**src/rtl/tim_chan_pkg.sv**
```systemverilog
package tim_chan_pkg;
  localparam int CH_COUNT = 4;
  localparam int FIELD_W  = 4;
  // bit offsets inside each channel nibble
  localparam int EN_OFS   = 0;
  localparam int POL_OFS  = 1;
  localparam int NPOL_OFS = 3;

  // strobes from control to datapath
  typedef struct packed {
    logic [CH_COUNT-1:0] ldEn;
    logic [CH_COUNT-1:0] ldPol;
    logic [CH_COUNT-1:0] ldNPol;
    logic [CH_COUNT-1:0] holdPol;
    logic [CH_COUNT-1:0] xferPol;
  } ctlStrobe_t;
endpackage

```
**src/rtl/tim_chan_ctrl.sv**
```systemverilog
module tim_chan_ctrl import tim_chan_pkg::*; #(
  parameter int NUM_CH = CH_COUNT,
  parameter logic [CH_COUNT-1:0] HAS_COMP = 4'b0111
) (
  input  logic              wrEn,
  input  logic [1:0]        lockLevel,
  input  logic [2*NUM_CH-1:0] chMode,
  input  logic              preloadEn,
  input  logic              comEvent,
  output ctlStrobe_t        strobes
);
  logic polLocked;
  assign polLocked = lockLevel[1];   // levels 2 and 3

  always_comb begin
    strobes = '0;
    for (int i = 0; i < NUM_CH; i++) begin
      strobes.ldEn[i]    = wrEn;
      strobes.ldPol[i]   = wrEn && !polLocked;
      strobes.ldNPol[i]  = wrEn && !(polLocked && (chMode[2*i +: 2] == 2'b00));
      strobes.holdPol[i] = preloadEn && HAS_COMP[i];
      strobes.xferPol[i] = !(preloadEn && HAS_COMP[i]) || comEvent;
    end
  end
endmodule

```
**src/rtl/tim_chan_dp.sv**
```systemverilog
module tim_chan_dp import tim_chan_pkg::*; #(
  parameter int NUM_CH = CH_COUNT,
  parameter logic [CH_COUNT-1:0] HAS_COMP = 4'b0111,
  localparam int REG_W = NUM_CH * FIELD_W
) (
  input  logic                clk,
  input  logic                rstN,
  input  ctlStrobe_t          strobes,
  input  logic [REG_W-1:0]    wrData,
  input  logic [2*NUM_CH-1:0] chMode,
  input  logic [NUM_CH-1:0]   ocRef,
  input  logic [NUM_CH-1:0]   idleLevel,
  input  logic [NUM_CH-1:0]   idleLevelN,
  input  logic [NUM_CH-1:0]   tiIn,
  output logic [REG_W-1:0]    rdData,
  output logic [NUM_CH-1:0]   ocOut,
  output logic [NUM_CH-1:0]   ocOutN,
  output logic [NUM_CH-1:0]   tiPol,
  output logic [NUM_CH-1:0]   capStrobe
);
  logic [NUM_CH-1:0] enQ, polQ, npolQ, actPolQ, prevInQ;
  logic [NUM_CH-1:0] activePol, outMode;
  logic unusedWrBits;

  assign unusedWrBits = ^wrData;

  always_ff @(posedge clk or negedge rstN) begin
    if (!rstN) begin
      enQ     <= '0;
      polQ    <= '0;
      npolQ   <= '0;
      actPolQ <= '0;
      prevInQ <= '0;
    end else begin
      for (int i = 0; i < NUM_CH; i++) begin
        if (strobes.ldEn[i])   enQ[i]   <= wrData[i*FIELD_W + EN_OFS];
        if (strobes.ldPol[i])  polQ[i]  <= wrData[i*FIELD_W + POL_OFS];
        if (strobes.ldNPol[i]) npolQ[i] <= wrData[i*FIELD_W + NPOL_OFS];
        if (strobes.xferPol[i]) actPolQ[i] <= polQ[i];
      end
      prevInQ <= tiIn;
    end
  end

  always_comb begin
    rdData = '0;
    for (int i = 0; i < NUM_CH; i++) begin
      rdData[i*FIELD_W + EN_OFS]   = enQ[i];
      rdData[i*FIELD_W + POL_OFS]  = polQ[i];
      rdData[i*FIELD_W + NPOL_OFS] = npolQ[i];
    end
  end

  for (genvar g = 0; g < NUM_CH; g++) begin : gCh
    logic [1:0] edgeCode;
    logic rise, fall, hit;

    assign outMode[g]   = (chMode[2*g +: 2] == 2'b00);
    assign activePol[g] = strobes.holdPol[g] ? actPolQ[g] : polQ[g];
    assign edgeCode     = {npolQ[g], activePol[g]};

    assign ocOut[g] = (enQ[g] && outMode[g]) ? (ocRef[g] ^ activePol[g]) : idleLevel[g];

    if (HAS_COMP[g]) begin : gComp
      assign ocOutN[g] = (enQ[g] && outMode[g]) ? (~ocRef[g] ^ npolQ[g]) : idleLevelN[g];
    end else begin : gNoComp
      assign ocOutN[g] = idleLevelN[g];
    end

    assign rise = tiIn[g] && !prevInQ[g];
    assign fall = !tiIn[g] && prevInQ[g];

    always_comb begin
      case (edgeCode)
        2'b01:   hit = fall;
        2'b11:   hit = rise || fall;
        default: hit = rise;       // 00 and reserved 10
      endcase
    end

    assign capStrobe[g] = enQ[g] && !outMode[g] && hit;
    assign tiPol[g]     = tiIn[g] ^ (edgeCode == 2'b01);

    AST_STROBE_ON_CHANGE: assert property (@(posedge clk) disable iff (!rstN)
      capStrobe[g] |-> (tiIn[g] != prevInQ[g]));
  end
endmodule

```
**src/rtl/tim_chan_ctl.sv**
```systemverilog
module tim_chan_ctl import tim_chan_pkg::*; #(
  parameter int NUM_CH = CH_COUNT,
  parameter logic [CH_COUNT-1:0] HAS_COMP = 4'b0111,
  localparam int REG_W = NUM_CH * FIELD_W
) (
  input  logic                clk,
  input  logic                rstN,
  input  logic                wrEn,
  input  logic [REG_W-1:0]    wrData,
  output logic [REG_W-1:0]    rdData,
  input  logic [1:0]          lockLevel,
  input  logic                preloadEn,
  input  logic                comEvent,
  input  logic [2*NUM_CH-1:0] chMode,
  input  logic [NUM_CH-1:0]   ocRef,
  input  logic [NUM_CH-1:0]   idleLevel,
  input  logic [NUM_CH-1:0]   idleLevelN,
  output logic [NUM_CH-1:0]   ocOut,
  output logic [NUM_CH-1:0]   ocOutN,
  input  logic [NUM_CH-1:0]   tiIn,
  output logic [NUM_CH-1:0]   tiPol,
  output logic [NUM_CH-1:0]   capStrobe
);
  ctlStrobe_t strobes;

  tim_chan_ctrl #(.NUM_CH(NUM_CH), .HAS_COMP(HAS_COMP)) u_ctrl (
    .wrEn(wrEn), .lockLevel(lockLevel), .chMode(chMode),
    .preloadEn(preloadEn), .comEvent(comEvent), .strobes(strobes)
  );

  tim_chan_dp #(.NUM_CH(NUM_CH), .HAS_COMP(HAS_COMP)) u_dp (
    .clk(clk), .rstN(rstN), .strobes(strobes), .wrData(wrData),
    .chMode(chMode), .ocRef(ocRef), .idleLevel(idleLevel),
    .idleLevelN(idleLevelN), .tiIn(tiIn), .rdData(rdData),
    .ocOut(ocOut), .ocOutN(ocOutN), .tiPol(tiPol), .capStrobe(capStrobe)
  );

  for (genvar g = 0; g < NUM_CH; g++) begin : gChk
    AST_EN_WRITE: assert property (@(posedge clk) disable iff (!rstN)
      wrEn |=> rdData[g*FIELD_W + EN_OFS] == $past(wrData[g*FIELD_W + EN_OFS]));
    AST_LOCK_POL: assert property (@(posedge clk) disable iff (!rstN)
      (wrEn && lockLevel[1]) |=> $stable(rdData[g*FIELD_W + POL_OFS]));
    AST_NPOL_LOCK: assert property (@(posedge clk) disable iff (!rstN)
      (wrEn && lockLevel[1] && chMode[2*g +: 2] == 2'b00) |=> $stable(rdData[g*FIELD_W + NPOL_OFS]));
    if (HAS_COMP[g]) begin : gPre
      AST_PRELOAD_HOLD: assert property (@(posedge clk) disable iff (!rstN)
        (preloadEn && !comEvent) |=> $stable(u_dp.actPolQ[g]));
    end
  end
endmodule

```
**config.mk**
```make
export PLATFORM = sky130hd
export DESIGN_NAME = tim_chan_ctl
export DESIGN_NICKNAME = d
export VERILOG_FILES = /design/src/rtl/tim_chan_pkg.sv /design/src/rtl/tim_chan_ctrl.sv /design/src/rtl/tim_chan_dp.sv /design/src/rtl/tim_chan_ctl.sv
export SDC_FILE = /design/constraint.sdc
export NUM_CORES = 1
export LEC_CHECK = 0
export ABC_AREA = 1
export ABC_CLOCK_PERIOD_IN_PS = 1160
export BUFFER_PORTS_ARGS = -buffer_cell sky130_fd_sc_hd__buf_4
export CAP_MARGIN = 20
export CORE_MARGIN = 3
export CORE_UTILIZATION = 44
export CTS_CLUSTER_SIZE = 24
export DETAILED_ROUTE_END_ITERATION = 6
export PLACE_DENSITY = 0.8
export SETUP_SLACK_MARGIN = 0.05
export SYNTH_ARGS = -nofsm -noshare
export SYNTH_HDL_FRONTEND = slang
export SYNTH_SLANG_ARGS = --single-unit
```
**constraint.sdc**
```tcl
create_clock -name clk -period 1.16 [get_ports clk]
set_input_delay 0.116 -clock clk [delete_from_list [all_inputs] [get_ports clk]]
set_output_delay 0.116 -clock clk [all_outputs]
set_load 0.005 [all_outputs]
```
==> impl_metrics.env <==
export IMPL_status="finished, violations left"
export IMPL_violations="negative setup slack"
export IMPL_path_cells="ha_1 -> o21ai_1 -> nor2_1 -> nor2_1 -> buf_4"
export IMPL_design_area_sq_um=2390
export IMPL_fill_cells=175
export IMPL_ant_nets=0
export IMPL_seq_power_share=0.373
export IMPL_p_comb_frac=0.463
export IMPL_clock_latency_ns=0.30
export IMPL_cp_max_fo=2
export IMPL_first_pass_iters=4
export IMPL_slowest_delay_ns=0.40
export IMPL_design_core_area_sq_um=2880
export IMPL_hold_path_class="in2reg"
export IMPL_final_layout_size_suffix_gt1_frac=0.468
export IMPL_hold_depth=3
export IMPL_arrival_ns=1.34
export IMPL_crit_type="reg2out"
export IMPL_placed_cell_area_sq_um=1940
export IMPL_route_detailed_drc=0
export IMPL_hpwl_microns=2570
export IMPL_grt_ovfl_total=0
export IMPL_die_h_microns=62.1
export IMPL_critPathMostFrequentCell="nor2_1"
export IMPL_slew_violations=0
export IMPL_synth_seq_cells=19
export IMPL_fin_cells=343
export IMPL_cts_root_buf="clkbuf_4"
export IMPL_endpoint_kind="output pin"
export IMPL_diodes=0
export IMPL_r2r_setup_slack_ns=0.11
export IMPL_critPathLaunchType="flip-flop"
export IMPL_grt_use_total=0.197
export IMPL_rr_endpoint="u_dp.polQ[0]"
export IMPL_final_common_cell="buf_4"
export IMPL_num_rows=19
export IMPL_portBuffers=67
export IMPL_switchingPower_mw=0.722
export IMPL_min_to="u_dp.npolQ[2]"
export IMPL_p_int_mw=1.41
export IMPL_syn_mean_instance_area_sq_um=6.59
export IMPL_grt_start_max_net_pins=20
export IMPL_hold_viol_final=0
export IMPL_antenna_found_initial=0
export IMPL_required_ns=1.04
export IMPL_cts_sinks=19
export IMPL_rsz0062_at_grt="true"
export IMPL_setup_ws_ns=-0.300
export IMPL_rr_worst_depth=5
export IMPL_area_delta_synth_final_pct=72.9
export IMPL_cpMaxStageDelayCell="dfrtp_1"
export IMPL_setup_tns_ns=-2.71
export IMPL_vias=1597
export IMPL_die_area_sq_um=3850
export IMPL_vias_per_cell=4.66
export IMPL_place_inst=320
export IMPL_peakVddDrop_uv=703
export IMPL_cts_buffers=3
export IMPL_crit_buf_inv=1
export IMPL_yosys_warnings=0
export IMPL_cts_tree="built"
export IMPL_routed_wl_microns=3880
export IMPL_power_density_nw_per_um2=890
export IMPL_p_leak_nw=1.34
export IMPL_clockBufferDepth=2
export IMPL_critPathTopFamily="flip-flops"
export IMPL_nets=357
export IMPL_clk_pin_slew_worst_paths_ns=0.11
export IMPL_switching_share=0.339
export IMPL_whs_ns=0.00308
export IMPL_max_cap_violations=0
export IMPL_synth_seq_area_share=0.344
export IMPL_setup_violations=19
export IMPL_synthDistinctLibCells=21
export IMPL_skew_ns=0.00471
export IMPL_r2r_start="u_dp.polQ[0]"
export IMPL_syn_area_sq_um=1380
export IMPL_dr_first_iter_drc_count=49
export IMPL_clkPwrFrac=0.163
export IMPL_synthCells=210
export IMPL_hp_start="wrData[11]"
export IMPL_fin_crit_ns=1.46
export IMPL_io_pins=79
export IMPL_grt_first_pass_wirelength_microns=5800
export IMPL_dieWidth_microns=62.1
export IMPL_mostFrequentLayoutCells="buf_4, nand2_1, inv_1"
export IMPL_grt_pass1_vias=1473
export IMPL_max_freq_ghz=0.685
export IMPL_gp_congestion=0.753
export IMPL_period_share=1.26
export IMPL_start_util=0.481
export IMPL_cts_max_level=1
export IMPL_wl_per_cell_microns=11.3
cells by family after synthesis:
group / count (synthesis) / share of synthesized area
and+or+nand+nor: 109 / 0.323
DFF: 19 / 0.344
muxes: 1 / 0.00814
adders and majority gates: 8 / 0.0723
buffers and inverters: 46 / 0.140
AOI/OAI and AO/OA: 23 / 0.0913
xor gates and xnor gates: 3 / 0.0190
other: 1 / 0.00271
worst min-delay path, delay by kind of cell:
kind                   cells  cell delay (ns)
buffers and inverters      1             0.08
AND/OR/NAND/NOR            2             0.09
metrics by stage:
step | total power [mW] | worst slack (ns) | util
floorplan | 1.12 | 0.120 | -
global placement | 1.47 | 0.00203 | 0.675
detailed placement | 1.48 | -0.00322 | 0.675
CTS | 2.03 | -0.305 | 0.789
global route | 2.27 | -0.415 | 0.832
finish | 2.13 | -0.300 | 0.832
synthesized netlist by cell type (all sizes together):
cell / instances / area, sq um
a21oi: 3 / 15.0
buf: 7 / 47.6
conb: 1 / 3.75
dfrtp: 19 / 475
ha: 8 / 100
inv: 39 / 146
mux2: 1 / 11.3
nand2: 70 / 265
nand3: 17 / 85.1
nand4: 3 / 18.8
nor2: 17 / 63.8
nor3: 1 / 5.00
o21ai: 20 / 111
or2: 1 / 8.76
xnor2: 2 / 17.5
xor2: 1 / 8.76
registers in the layout, summed over array words and instances (netlist names):
register,count
u_dp.prevInQ,4
u_dp.enQ,4
u_dp.polQ,4
u_dp.npolQ,4
u_dp.actPolQ,3
layout make-up:
class	instances	area [sq um]	area share
clock buffers	4	26.3	0.0110
flip-flops and latches	19	477	0.199
inverters	39	146	0.0612
well taps	42	52.6	0.0220
multi-input cells	148	901	0.377
repair buffers	91	790	0.330
per-layer routing:
| metal | GRT usage | up-vias | wire (microns) |
|---|---|---|---|
| met2 | 0.374 | 60 | 1990 |
| met1 | 0.231 | 715 | 1610 |
| met5 | 0 | - | 0 |
| met3 | 0.0496 | 2 | 266 |
| li1 | - | 820 | - |
| met4 | 0.0121 | 0 | 14 |
repair_timing:
action,in CTS,in global routing
pin swaps,16,3
resized for setup,58,30
endpoints found under the hold margin,23,0
setup buffers,13,4
endpoints found under the setup margin,16,23
hold buffers,5,0
power groups by stage:
stage                     Combinational [mW]  Sequential (mW)  Clock (mW)
after floorplan                        0.326            0.799           0
after global placement                 0.673            0.794           0
after detailed placement               0.683            0.796           0
after CTS                              0.885            0.791       0.358
after global routing                    1.09            0.806       0.375
final                                  0.986            0.795       0.348
worst max path at each step:
stage / start / cells after the start / to / slack [ns]
5_1_grt: u_dp.prevInQ[1] / 5 / capStrobe[1] / -0.42
6_report: u_dp.prevInQ[0] / 5 / capStrobe[0] / -0.30
3_3_place_gp: u_dp.prevInQ[1] / 5 / capStrobe[1] / 0.002
3_5_place_dp: u_dp.prevInQ[1] / 5 / capStrobe[1] / -0.003
4_1_cts: u_dp.prevInQ[3] / 5 / capStrobe[3] / -0.31
2_1_floorplan: u_dp.prevInQ[1] / 4 / capStrobe[1] / 0.12
Power figures use the tool's default switching activity.
